$ cat config.mk
export PLATFORM = sky130hd
export DESIGN_NAME = pccfg_attr_top
export DESIGN_NICKNAME = d
export VERILOG_FILES = /design/src/rtl/pccfg_pkg.sv /design/src/rtl/pccfg_decode.sv /design/src/rtl/pccfg_cis_rom.sv /design/src/rtl/pccfg_regs.sv /design/src/rtl/pccfg_irq_gate.sv /design/src/rtl/pccfg_attr_top.sv
export SDC_FILE = /design/constraint.sdc
export NUM_CORES = 1
export LEC_CHECK = 0
export BUFFER_PORTS_ARGS = -buffer_cell sky130_fd_sc_hd__buf_4
export CAP_MARGIN = 25
export CORE_MARGIN = 1
export CORE_UTILIZATION = 31
export CTS_CLUSTER_DIAMETER = 120
export DETAILED_ROUTE_END_ITERATION = 8
export HOLD_SLACK_MARGIN = 0.08
export SKIP_CTS_REPAIR_TIMING = 1
export SLEW_MARGIN = 0
export SYNTH_ARGS = -nofsm -noshare
export SYNTH_HDL_FRONTEND = slang
export SYNTH_SLANG_ARGS = --single-unit
$ cat constraint.sdc
create_clock -name clk -period 5.8 [get_ports clk]
set_input_delay 1.16 -clock clk [delete_from_list [all_inputs] [get_ports clk]]
set_output_delay 1.16 -clock clk [all_outputs]
set_load 0.01 [all_outputs]
$ cat src/rtl/pccfg_pkg.sv
// Package: shared constants and select type for the attribute
// configuration block. Assumes byte-wide registers.
package pccfg_pkg;

    localparam logic [7:0] OPT_STORE_MASK = 8'hCF;
    localparam logic [7:0] STAT_HOLD_MASK = 8'h82;
    localparam logic [7:0] STAT_LOAD_MASK = 8'h74;
    localparam logic [7:0] PIN_LOAD_MASK  = 8'h02;
    localparam logic [7:0] PIN_RD_CONST   = 8'h0C;
    localparam int         STAT_INT_BIT   = 1;
    localparam int         STAT_PWR_BIT   = 2;
    localparam int         PIN_READY_BIT  = 5;
    localparam int         CTL_IRQOFF_BIT = 1;
    localparam int         CTL_SRST_BIT   = 2;
    localparam int         OPT_SRST_BIT   = 7;

    typedef enum logic [2:0] {
        SEL_NONE,
        SEL_CIS,
        SEL_OPT,
        SEL_STAT,
        SEL_PIN,
        SEL_SOCK
    } attr_sel_e;

endpackage

$ cat src/rtl/pccfg_decode.sv
// Module: attribute address decoder.
// Maps an address to the information-structure ROM or one of the
// four registers. Only even offsets below +8 at the base are registers.
module pccfg_decode
    import pccfg_pkg::*;
#(
    parameter int ADDR_W    = 12,
    parameter int ATTR_BASE = 'h200
) (
    input  logic [ADDR_W-1:0] addr,
    output attr_sel_e         sel
);
    localparam logic [ADDR_W-1:0] BASE = ADDR_W'(ATTR_BASE);

    logic [ADDR_W-1:0] ofs;

    // Offset from the base and the region selection.
    always_comb begin
        ofs = addr - BASE;
        sel = SEL_NONE;
        if (addr < BASE) begin
            sel = SEL_CIS;
        end else if (ofs[ADDR_W-1:3] == '0 && !ofs[0]) begin
            case (ofs[2:1])
                2'd0:    sel = SEL_OPT;
                2'd1:    sel = SEL_STAT;
                2'd2:    sel = SEL_PIN;
                default: sel = SEL_SOCK;
            endcase
        end
    end
endmodule

$ cat src/rtl/pccfg_cis_rom.sv
// Module: card information structure lookup.
// Byte i of the ROM sits in CIS_BYTES[8*i +: 8]. Addresses at or
// beyond CIS_LEN return zero.
module pccfg_cis_rom #(
    parameter int                  ADDR_W    = 12,
    parameter int                  CIS_LEN   = 12,
    parameter logic [CIS_LEN*8-1:0] CIS_BYTES = '0
) (
    input  logic [ADDR_W-1:0] addr,
    output logic [7:0]        rom_byte
);
    // Select the byte whose index equals the address.
    always_comb begin
        rom_byte = 8'h00;
        for (int i = 0; i < CIS_LEN; i++) begin
            if (addr == ADDR_W'(i)) rom_byte = CIS_BYTES[i*8 +: 8];
        end
    end
endmodule

$ cat src/rtl/pccfg_regs.sv
// Module: option, status, pin replacement and device-control state.
// Applies the write masks, the ready-flag rule and both soft resets.
// Assumes at most one attribute write per cycle. A device-control write
// in the same cycle takes effect after it.
module pccfg_regs
    import pccfg_pkg::*;
(
    input  logic       clk,
    input  logic       rst_n,
    input  logic       wr_opt,
    input  logic       wr_stat,
    input  logic       wr_pin,
    input  logic [7:0] wdata,
    input  logic       ctl_we,
    input  logic [7:0] ctl_wdata,
    input  logic       drv_irq,
    output logic [7:0] opt_q,
    output logic [7:0] stat_q,
    output logic       ready_q,
    output logic [7:0] ctl_q,
    output logic       irq_blk_d,
    output logic       stat_int_d
);
    logic [7:0] opt_d, stat_d, pin_d, ctl_d, pin_q;
    logic       soft_rst;

    assign soft_rst = (wr_opt && wdata[OPT_SRST_BIT]) ||
                      (ctl_we && ctl_wdata[CTL_SRST_BIT]);

    // Next-state rules for all four registers.
    always_comb begin
        opt_d  = opt_q;
        stat_d = stat_q;
        pin_d  = pin_q;
        ctl_d  = ctl_q;
        if (wr_stat) begin
            if (stat_q[STAT_PWR_BIT] != wdata[STAT_PWR_BIT])
                pin_d[PIN_READY_BIT] = 1'b1;
            stat_d = (stat_q & STAT_HOLD_MASK) | (wdata & STAT_LOAD_MASK);
        end
        if (wr_pin)
            pin_d = (pin_q & (8'h01 << PIN_READY_BIT)) | (wdata & PIN_LOAD_MASK);
        if (wr_opt) begin
            opt_d = wdata & OPT_STORE_MASK;
            if (wdata[OPT_SRST_BIT]) begin
                stat_d = '0;
                pin_d  = '0;
                ctl_d  = '0;
            end
        end
        if (ctl_we) begin
            ctl_d = ctl_wdata;
            if (ctl_wdata[CTL_SRST_BIT]) begin
                opt_d  = '0;
                stat_d = '0;
                pin_d  = '0;
            end
        end
        stat_d[STAT_INT_BIT] = drv_irq;
    end

    // Register update with synchronous active-low reset.
    always_ff @(posedge clk) begin
        if (!rst_n) begin
            opt_q  <= '0;
            stat_q <= '0;
            pin_q  <= '0;
            ctl_q  <= '0;
        end else begin
            opt_q  <= opt_d;
            stat_q <= stat_d;
            pin_q  <= pin_d;
            ctl_q  <= ctl_d;
        end
    end

    assign ready_q    = pin_q[PIN_READY_BIT];
    assign stat_int_d = stat_d[STAT_INT_BIT];
    assign irq_blk_d  = ctl_d[CTL_IRQOFF_BIT] | ctl_d[CTL_SRST_BIT] | opt_d[OPT_SRST_BIT];

    // status bit 1 tracks the drive line with one cycle of delay.
    a_r7_drive_track: assert property (@(posedge clk) disable iff (!rst_n)
        rst_n |=> stat_q[STAT_INT_BIT] == $past(drv_irq));

    // the ready flag is sticky until a soft reset.
    a_r5_ready_sticky: assert property (@(posedge clk) disable iff (!rst_n)
        (pin_q[PIN_READY_BIT] && !soft_rst) |=> pin_q[PIN_READY_BIT]);

    // a plain status write loads the accepted bits.
    a_r4_stat_load: assert property (@(posedge clk) disable iff (!rst_n)
        (wr_stat && !soft_rst) |=> (stat_q & STAT_LOAD_MASK) == ($past(wdata) & STAT_LOAD_MASK));

    // the masked-off option bits never become set.
    a_r3_opt_mask: assert property (@(posedge clk) disable iff (!rst_n)
        rst_n |=> (opt_q & ~OPT_STORE_MASK) == 8'h00);
endmodule

$ cat src/rtl/pccfg_irq_gate.sv
// Module: card interrupt request register.
// Drives the request high when neither the status interrupt flag nor a
// blocking bit will be set after this edge. Reset value matches the
// all-zero register state.
module pccfg_irq_gate (
    input  logic clk,
    input  logic rst_n,
    input  logic stat_int_d,
    input  logic irq_blk_d,
    output logic card_irq
);
    // Register the gated request from the next register state.
    always_ff @(posedge clk) begin
        if (!rst_n) card_irq <= 1'b1;
        else        card_irq <= !(stat_int_d || irq_blk_d);
    end
endmodule

$ cat src/rtl/pccfg_attr_top.sv
// Module: PC Card attribute configuration register file (top).
// Decodes byte accesses, returns ROM or register bytes one cycle after
// a read strobe, and produces the card interrupt request.
// Assumes the host holds attr_en for one cycle per access.
module pccfg_attr_top
    import pccfg_pkg::*;
#(
    parameter int                  ADDR_W    = 12,
    parameter int                  ATTR_BASE = 'h200,
    parameter int                  CIS_LEN   = 12,
    parameter logic [CIS_LEN*8-1:0] CIS_BYTES = 96'hFF_14_00_20_1A_00_DB_03_00_0D_03_01
) (
    input  logic              clk,
    input  logic              rst_n,
    input  logic              attr_en,
    input  logic              attr_we,
    input  logic [ADDR_W-1:0] attr_addr,
    input  logic [7:0]        attr_wdata,
    output logic [7:0]        attr_rdata,
    input  logic              ctl_we,
    input  logic [7:0]        ctl_wdata,
    input  logic              drv_irq,
    output logic              card_irq
);
    attr_sel_e  sel;
    logic [7:0] rom_byte, opt_q, stat_q, ctl_q, rd_byte;
    logic       ready_q, irq_blk_d, stat_int_d;
    logic       wr_opt, wr_stat, wr_pin, rd_en;

    pccfg_decode #(.ADDR_W(ADDR_W), .ATTR_BASE(ATTR_BASE)) u_decode (
        .addr (attr_addr),
        .sel  (sel)
    );

    pccfg_cis_rom #(.ADDR_W(ADDR_W), .CIS_LEN(CIS_LEN), .CIS_BYTES(CIS_BYTES)) u_rom (
        .addr     (attr_addr),
        .rom_byte (rom_byte)
    );

    assign wr_opt  = attr_en && attr_we && sel == SEL_OPT;
    assign wr_stat = attr_en && attr_we && sel == SEL_STAT;
    assign wr_pin  = attr_en && attr_we && sel == SEL_PIN;
    assign rd_en   = attr_en && !attr_we;

    pccfg_regs u_regs (
        .clk        (clk),
        .rst_n      (rst_n),
        .wr_opt     (wr_opt),
        .wr_stat    (wr_stat),
        .wr_pin     (wr_pin),
        .wdata      (attr_wdata),
        .ctl_we     (ctl_we),
        .ctl_wdata  (ctl_wdata),
        .drv_irq    (drv_irq),
        .opt_q      (opt_q),
        .stat_q     (stat_q),
        .ready_q    (ready_q),
        .ctl_q      (ctl_q),
        .irq_blk_d  (irq_blk_d),
        .stat_int_d (stat_int_d)
    );

    pccfg_irq_gate u_irq (
        .clk        (clk),
        .rst_n      (rst_n),
        .stat_int_d (stat_int_d),
        .irq_blk_d  (irq_blk_d),
        .card_irq   (card_irq)
    );

    // Read multiplexer for the selected region.
    always_comb begin
        case (sel)
            SEL_CIS:  rd_byte = rom_byte;
            SEL_OPT:  rd_byte = opt_q;
            SEL_STAT: rd_byte = ctl_q[CTL_IRQOFF_BIT] ?
                                (stat_q & ~(8'h01 << STAT_INT_BIT)) : stat_q;
            SEL_PIN:  rd_byte = PIN_RD_CONST | (8'(ready_q) << PIN_READY_BIT);
            default:  rd_byte = 8'h00;
        endcase
    end

    // Capture read data on a read strobe.
    always_ff @(posedge clk) begin
        if (!rst_n)     attr_rdata <= 8'h00;
        else if (rd_en) attr_rdata <= rd_byte;
    end

    // interrupt request agrees with the register state.
    a_r9_irq_gate: assert property (@(posedge clk) disable iff (!rst_n)
        card_irq == !(stat_q[STAT_INT_BIT] || ctl_q[CTL_IRQOFF_BIT] ||
                      ctl_q[CTL_SRST_BIT] || opt_q[OPT_SRST_BIT]));

    // socket/copy reads return zero.
    a_r1_sock_zero: assert property (@(posedge clk) disable iff (!rst_n)
        (rd_en && sel == SEL_SOCK) |=> attr_rdata == 8'h00);

    // status bit 1 is hidden while device control bit 1 is set.
    a_r8_stat_hide: assert property (@(posedge clk) disable iff (!rst_n)
        (rd_en && sel == SEL_STAT && ctl_q[CTL_IRQOFF_BIT]) |=> !attr_rdata[STAT_INT_BIT]);
endmodule

==> results.ini, run 1 <==
[run_status]
status = completed

[timing]
final.period_utilization = 0.512
fin_skew_ns = 0.00229
timing.hold.ws_ns = 0.464
tightest_slew_ns = 0.661
slew_violations = 0
timing.fmax_mhz = 337
rsz0062_at_grt = no
setup_viol = 0
period_needed_ns = 2.97
fin_tns_setup_ns = 0
slew_headroom = 0.556
hold_viol = 0

[logic_synthesis]
ys_seq_area_frac = 0.406
syn_avg_cell_area_um2 = 8.13
netlist_area_um2 = 1380
synth_edf_count = 0
ys_async_sr_fraction = 0
synth-main-ff-cell = dfxtp_1
yosysWarnings = 0
synth_cell_types = 36
syn_inst = 170
ys_ff_latch = 28
syn_nets = 204

[global_routing]
grt_pass1_vias = 1131
grt_use_total = 0.156
grt_pass1_wl_mm = 5.49
overflow = 0
grt_max_degree = 19
antenna_found_initial = 0

[worst_hold_path]
hp-start = u_regs.opt_q[2]
hold_class = flip-flop to flip-flop

[power_and_ir_drop]
peakVddDrop_mv = 0.140
powerDensity_nw_per_um2 = 209
clkPwrFrac = 0.322
total_power_mw = 0.360
comb_power_share = 0.133
switching_share = 0.227
power_leakage_nw = 0.634
cellInternalPower_mw = 0.278
switching_power_mw = 0.0818
seqPwrFrac = 0.545

[final_layout]
n_antenna_cell = 0
multi_input_area_um2 = 764
nets = 233
synthToLayoutAreaGrowth_pct = 24.5
ff_latch_area_um2 = 561
fill_cells = 443
drive_gt1_frac = 0.217

[clock_tree]
worstSkewPairLatency_ns = 0.27
clkTransAtPathRegs_ns = 0.09
clockBufferDepth = 2
tritoncts = yes
clock-sinks = 28
htree_levels = 1
clockRootBuffer = clkbuf_8
cts_buffers = 3

[critical_path]
timing.rr.end = attr_rdata[4]
end_kind = flip-flop
required_ns = 5.96
startpoint_type = primary input
r2r-start = u_regs.opt_q[4]
critPathLaunch = attr_addr[3]
reg2reg_depth = 4
critPathMaxFanout = 11
cp-endpoint = u_regs.stat_q[4]
crit_type = primary input to flip-flop
cp.arrival_ns = 3.13
reg2reg_slack_ns = 4.52

[detailed_routing]
viasPerCell = 5.26
dr.pass1.iters = 4
via_count = 1304
drc_errors = 0
wl_mm = 3.33
dr.first_iter.drc_count = 62
wl_per_cell_um = 13.4
ant_nets = 0

[place]
gp_congestion = 0.832
hpwl_mm = 2.57
portBuffers = 36

[floorplan]
die_area_um2 = 4730
start_util = 0.333
die_y_um = 68.8
die_w_um = 68.8
ioPinCount = 43
rows = 23
core_area_um2 = 4140

[flow_run]
maxCapViolCount = 0

[synthesized netlist by cell type (2+ instances only)]
library cell  instances  area share
a31oi_1               2      0.0091
o21ai_0              15       0.054
nand2b_1              2      0.0091
a221oi_1              4       0.025
inv_1                 2      0.0054
nor3b_1               4       0.022
and3_1                4       0.018
and2_1                3       0.014
nand3_1               7       0.025
nor2_1               14       0.038
or3_1                 3       0.014
nor3_1                8       0.029
clkbuf_1              9       0.024
o22ai_1               3       0.014
a21oi_1               9       0.033
dfxtp_1              28        0.41
nor2b_1               3       0.014
buf_2                 3       0.011
o211ai_1              2       0.011
xor2_1                3       0.019
mux2i_1               7       0.051
nand2_1              21       0.057
[power groups by stage]
| stage | clock, mW | sequential (mW) | combinational, mW |
|---|---|---|---|
| final | 0.116 | 0.196 | 0.0478 |
| after floorplan | 0 | 0.202 | 0.0238 |
| after global routing | 0.130 | 0.197 | 0.0534 |
| after detailed placement | 0 | 0.201 | 0.0479 |
| after global placement | 0 | 0.201 | 0.0478 |
| after CTS | 0.121 | 0.196 | 0.0480 |
[placed cells by master, fill, tap and decap left out, drive strengths merged]
| cell type | netlist | final |
|---|---|---|
| nand2 | 21 | 21 |
| a2bb2oi | 1 | 1 |
| o22ai | 3 | 3 |
| a32o | 1 | 1 |
| a32oi | 1 | 1 |
| buf | 3 | 36 |
| nor4b | 1 | 1 |
| and2 | 3 | 3 |
| xor2 | 3 | 3 |
| o21ai | 15 | 15 |
| nand3 | 7 | 7 |
| a2111oi | 1 | 1 |
| nor3 | 8 | 8 |
| and3 | 4 | 4 |
| a31oi | 2 | 2 |
| nor4 | 2 | 2 |
| nand4b | 1 | 1 |
| o32a | 1 | 1 |
| clkbuf | 9 | 4 |
| mux2i | 7 | 7 |
| or3 | 3 | 3 |
| a211oi | 1 | 1 |
| nor3b | 4 | 4 |
| nand2b | 2 | 2 |
| nor2b | 3 | 3 |
| nand4 | 1 | 1 |
| dfxtp | 28 | 28 |
| a221oi | 4 | 4 |
| and4 | 1 | 1 |
| inv | 2 | 2 |
| a21oi | 9 | 9 |
| nor4bb | 1 | 1 |
| nor2 | 14 | 14 |
| o211ai | 2 | 2 |
| or2 | 1 | 1 |
[state kept, by name, indices dropped and copies added (netlist names)]
signal          flops
u_regs.stat_q       8
attr_rdata          8
u_irq.card_irq      1
u_regs.opt_q        8
u_regs.ctl_q        2
u_regs.pin_q        1
[stage by stage]
stage	utilization	instances	setup slack [ns]	area (µm²)
final	0.415	248	2.83	1720
after global routing	0.415	248	2.66	1720
after CTS	0.415	248	2.84	1720
after detailed placement	0.402	244	2.53	1670
after global placement	0.402	244	2.55	1670
after floorplan	-	170	2.99	1380
[cells by family after synthesis]
group / share of synthesized area
and+or+nand+nor: 0.299
buffers and inverters: 0.0408
muxes: 0.0507
DFF: 0.406
xor gates and xnor gates: 0.0190
AOI/OAI and AO/OA: 0.185
[layout make-up]
cell class,count,area share
multi-input cells,128,0.444
repair buffers,36,0.157
clock buffers,4,0.0320
well taps,50,0.0364
inverters,2,0.00436
flip-flops and latches,28,0.326
[routing by layer]
metal,vias up,share of wire,global-route usage
met2,38,0.46,0.238
met1,588,0.47,0.219
li1,674,-,-
met4,0,0.016,0.0434
met5,-,0,0
met3,4,0.053,0.0345
[worst min path at each step]
| stage | endpoint | slack (ns) | cells past startpoint |
|---|---|---|---|
| after floorplan | u_regs.opt_q[2] | 0.43 | 2 |
| after global placement | u_regs.opt_q[2] | 0.45 | 2 |
| after detailed placement | u_regs.opt_q[6] | 0.45 | 2 |
| after CTS | u_regs.opt_q[2] | 0.47 | 2 |
| after global routing | u_regs.opt_q[6] | 0.48 | 2 |
| final | u_regs.opt_q[2] | 0.46 | 2 |
[worst max-delay path, cell delays in order]
cell and delay [ns]:
buf_4 0.15, nor4_2 0.58, nand2_1 0.31, nor4_4 0.62
mux2i_1 0.25, nor2_1 0.05
Note: power is estimated with default switching activity, not from simulation.
==> run 2: changes to the inputs <==
- clock period: 5.8 -> 3 ns (I/O delays scaled with it)
==> run 2 against run 1 <==
  * Setup slack worse by 1.9 ns
  * Utilization rose by 0.72 points
  * Global-route usage increased by 0.35 points
==> results.ini, run 2 (synthesis gave the netlist of run 1 again) <==
[run_status]
status = completed

[floorplan]
die_y_um = 68.8
rows = 23
ioPinCount = 43
core_area_um2 = 4140
die_w_um = 68.8
start_util = 0.333
die_area_um2 = 4730

[timing]
fin_tns_setup_ns = 0
hold_viol = 0
period_needed_ns = 2.08
fin_skew_ns = 0.00696
slew_headroom = 0.642
rsz0062_at_grt = no
timing.hold.ws_ns = 0.462
tightest_slew_ns = 0.524
slew_violations = 0
final.period_utilization = 0.695
timing.fmax_mhz = 480
setup_viol = 0

[clock_tree]
worstSkewPairLatency_ns = 0.27
cts_buffers = 3
htree_levels = 1
clockRootBuffer = clkbuf_8
tritoncts = yes
clockBufferDepth = 2
clkTransAtPathRegs_ns = 0.09
clock-sinks = 28

[critical_path]
crit_type = primary input to flip-flop
cp_num_cells = 7
critPathMaxFanout = 7
reg2reg_depth = 4
cp_top_family = simple AND/OR/NAND/NOR gates
cp.arrival_ns = 2.24
timing.rr.end = attr_rdata[4]
cp_cell_sequence = buf_4 -> or3_1 -> or3_1 -> nor4_4 -> buf_4 -> mux2i_1 -> nor2_1
startpoint_type = primary input
slowest_stage = or3_1
r2r-start = u_regs.opt_q[4]
required_ns = 3.16
reg2reg_slack_ns = 1.78
cp_num_buf_inv = 2
end_kind = flip-flop
critPathMaxStageDelay_ns = 0.43

[detailed_routing]
dr.pass1.iters = 4
dr.first_iter.drc_count = 41
viasPerCell = 5.17
drc_errors = 0
wl_mm = 3.38
via_count = 1302
wl_per_cell_um = 13.4
ant_nets = 0

[place]
placed_area_um2 = 1700
dp_cells = 248
gp_congestion = 0.795
portBuffers = 36
hpwl_mm = 2.57

[final_layout]
synthToLayoutAreaGrowth_pct = 26.7
final_cell_mix = buf_4 (40), dfxtp_1 (28), nand2_1 (21)
fill_cells = 449
stdcell_count = 252
layout_commonest_cell = buf_4
n_antenna_cell = 0
reg_top3 = attr_rdata: 8 flops, u_regs.opt_q: 8 flops, u_regs.stat_q: 8 flops
nets = 237
fin_area_um2 = 1750
fin_util = 0.422
drive_gt1_frac = 0.233

[flow_run]
maxCapViolCount = 0

[global_routing]
antenna_found_initial = 0
grt_max_degree = 19
grt_pass1_wl_mm = 5.56
grt_pass1_vias = 1188
overflow = 0
grt_use_total = 0.159

[worst_hold_path]
hold_path_depth = 2
hp-start = u_regs.opt_q[2]
hold_end = u_regs.opt_q[2]
hold_class = flip-flop to flip-flop

[power_and_ir_drop]
power_leakage_nw = 0.655
peakVddDrop_mv = 0.214
powerDensity_nw_per_um2 = 399

-- run 2: changes by cell type in the layout (fill, tap and decap cells not counted) --
cell,before,now
buf_4,36,40
-- run 2: how the worst max path moves through the flow --
stage / start / to / slack, ns
after detailed placement: attr_addr[4] / u_regs.stat_q[2] / 0.63
after global placement: attr_addr[4] / u_regs.stat_q[6] / 0.63
after CTS: attr_addr[4] / u_regs.stat_q[2] / 0.92
after floorplan: attr_addr[4] / u_regs.stat_q[2] / 0.75
final: attr_addr[4] / u_regs.stat_q[2] / 0.92
after global routing: attr_addr[4] / u_regs.stat_q[2] / 0.83
-- run 2: worst min-delay path, stage by stage, from the launching register on --
cell	delay [ns]
dfxtp_1	0.32
nand2_1	0.05
a21oi_1	0.05
-- run 2: per-stage QoR --
stage | total power [mW] | setup WS, ns
after floorplan | 0.436 | 0.753
after global placement | 0.482 | 0.633
after detailed placement | 0.482 | 0.631
after CTS | 0.711 | 0.924
after global routing | 0.737 | 0.828
final | 0.698 | 0.916
-- run 2: where the power goes --
| group | internal (mW) | switching, mW | total (mW) |
|---|---|---|---|
| logic | 0.0447 | 0.0491 | 0.0937 |
| registers | 0.377 | 0.00200 | 0.379 |
| clock network | 0.117 | 0.108 | 0.225 |
-- run 2: area by class of cell --
type | instances | area [µm²] | area share
timing repair buffer | 40 | 300 | 0.172
multi-input combinational | 128 | 764 | 0.437
sequential | 28 | 561 | 0.320
clock buffer | 4 | 55.1 | 0.0315
inverter | 2 | 7.51 | 0.00429
tap | 50 | 62.6 | 0.0357
-- run 2: metal layers --
layer	global-route usage	vias to the layer above	share of wire
met1	0.213	591	0.47
met5	0	-	0
met2	0.263	28	0.47
met4	0.0306	0	0.011
met3	0.0345	4	0.052
li1	-	679	-
==> run 3: changes to the inputs <==
- clock period: 3 -> 1.8 ns (I/O delays scaled with it)
==> run 3 against run 2 <==
  * Register-to-register slack got worse by 1.2 ns
  * Clock power increased by 48%
  * Clock skew decreased by 0.0061 ns
  * Sequential power up 67%
  * Critical endpoint is now attr_rdata[3]
  * First-iteration DRC count fell by 32%
  * Combinational power increased by 76%
  * Global-route usage shrank 0.73 points
  * Final area increased by 3.1%
  * Critical path depth fell by 1
  * Hold slack got worse by 0.17 ns
==> results.ini, run 3 (synthesis gave the netlist of run 1 again) <==
[flow_run]
maxCapViolCount = 0

[floorplan]
die_y_um = 68.8
die_w_um = 68.8
core_area_um2 = 4140
ioPinCount = 43
start_util = 0.333
die_area_um2 = 4730
rows = 23

[detailed_routing]
dr.first_iter.drc_count = 28
ant_nets = 0
wl_mm = 3.41
viasPerCell = 5.13
via_count = 1329
drc_errors = 0
wl_per_cell_um = 13.2
dr.pass1.iters = 4

[critical_path]
cp.arrival_ns = 1.91
end_kind = flip-flop
crit_type = primary input to flip-flop
critPathMaxFanout = 3
cp_cell_sequence = buf_4 -> or3_1 -> or3_4 -> nor4b_1 -> a221oi_1 -> a21oi_1
required_ns = 2.01
startpoint_type = primary input
critPathMaxStageDelay_ns = 0.39
slowest_stage = nor4b_1

[final_layout]
layout_commonest_cell = buf_4
fin_area_um2 = 1810
nets = 245
synthToLayoutAreaGrowth_pct = 30.7
drive_gt1_frac = 0.263
n_antenna_cell = 0
final_cell_mix = buf_4 (47), dfxtp_1 (28), nand2_1 (21)
reg_top3 = attr_rdata: 8 flops, u_regs.opt_q: 8 flops, u_regs.stat_q: 8 flops

[clock_tree]
worstSkewPairLatency_ns = 0.27
tritoncts = yes
clockRootBuffer = clkbuf_8
clockBufferDepth = 2
clock-sinks = 28
cts_buffers = 3
htree_levels = 1
clkTransAtPathRegs_ns = 0.09

[timing]
setup_viol = 0
timing.fmax_mhz = 587
slew_violations = 0
timing.hold.ws_ns = 0.295
hold_viol = 0
final.period_utilization = 0.947
tightest_slew_ns = 0.512
timing.final.ws_setup_ns = 0.0956
slew_headroom = 0.650
rsz0062_at_grt = no
period_needed_ns = 1.70
fin_skew_ns = 0.000867

[place]
portBuffers = 36
hpwl_mm = 2.63
placed_area_um2 = 1760
preCtsSetupSlack_ns = -0.236
gp_congestion = 0.838

[global_routing]
busiest_layer = met2
grtUsageMet3 = 0.0411
use_met1 = 0.199
groute.layer.met2.usage = 0.243
grt_pass1_wl_mm = 5.28
grt_max_degree = 19
antenna_found_initial = 0
grt_use_total = 0.152
overflow = 0
grt_pass1_vias = 1175

[power_and_ir_drop]
power_leakage_nw = 0.687
peakVddDrop_mv = 0.306
powerDensity_nw_per_um2 = 627

[worst_hold_path]
hold_class = primary input to flip-flop

[run_status]
status = completed

==> run 3: final cells by class <==
| cell class | instances | area, µm² |
|---|---|---|
| fill | 456 | 2340 |
| multi-input combinational | 128 | 769 |
| sequential | 28 | 561 |
| timing repair buffer | 48 | 364 |
| tap | 50 | 62.6 |
| clock buffer | 3 | 41.3 |
| inverter | 2 | 7.51 |
==> run 3: where the power goes <==
group | switching [mW] | internal (mW) | leakage, nW
clock | 0.183 | 0.150 | 0.0216
sequential | 0.00368 | 0.629 | 0.227
combinational | 0.0835 | 0.0816 | 0.439
==> run 3: critical path, delay by kind of cell <==
kind	cells	cell delay, ns
AO/OA/AOI/OAI	2	0.30
buffers and inverters	1	0.11
AND/OR/NAND/NOR	3	1.13
==> run 3: layer usage <==
metal  part of all wire  wire, µm
met4             0.0085        29
met3              0.041       140
met5                  0         0
met2               0.46      1570
met1               0.49      1670
==> run 3: path summary, 6_finish.rpt <==
path                         from              end  slack (ns)  cells past startpoint
setup / recovery     attr_addr[4]    attr_rdata[3]         0.1                      6
hold / removal      attr_wdata[7]  u_regs.ctl_q[2]        0.30                      2
setup reg to reg  u_regs.opt_q[4]    attr_rdata[4]        0.60                      4
hold reg to reg   u_regs.opt_q[2]  u_regs.opt_q[2]        0.46                      2
==> run 3: through the flow <==
step / total power [mW] / setup TNS [ns] / instances / utilization
after CTS: 1.14 / 0 / 259 / 0.434
after global placement: 0.811 / -1.82 / 256 / 0.424
final: 1.13 / 0 / 259 / 0.436
after global routing: 1.18 / 0 / 259 / 0.436
after floorplan: 0.726 / -0.745 / 170 / -
after detailed placement: 0.812 / -1.83 / 256 / 0.424
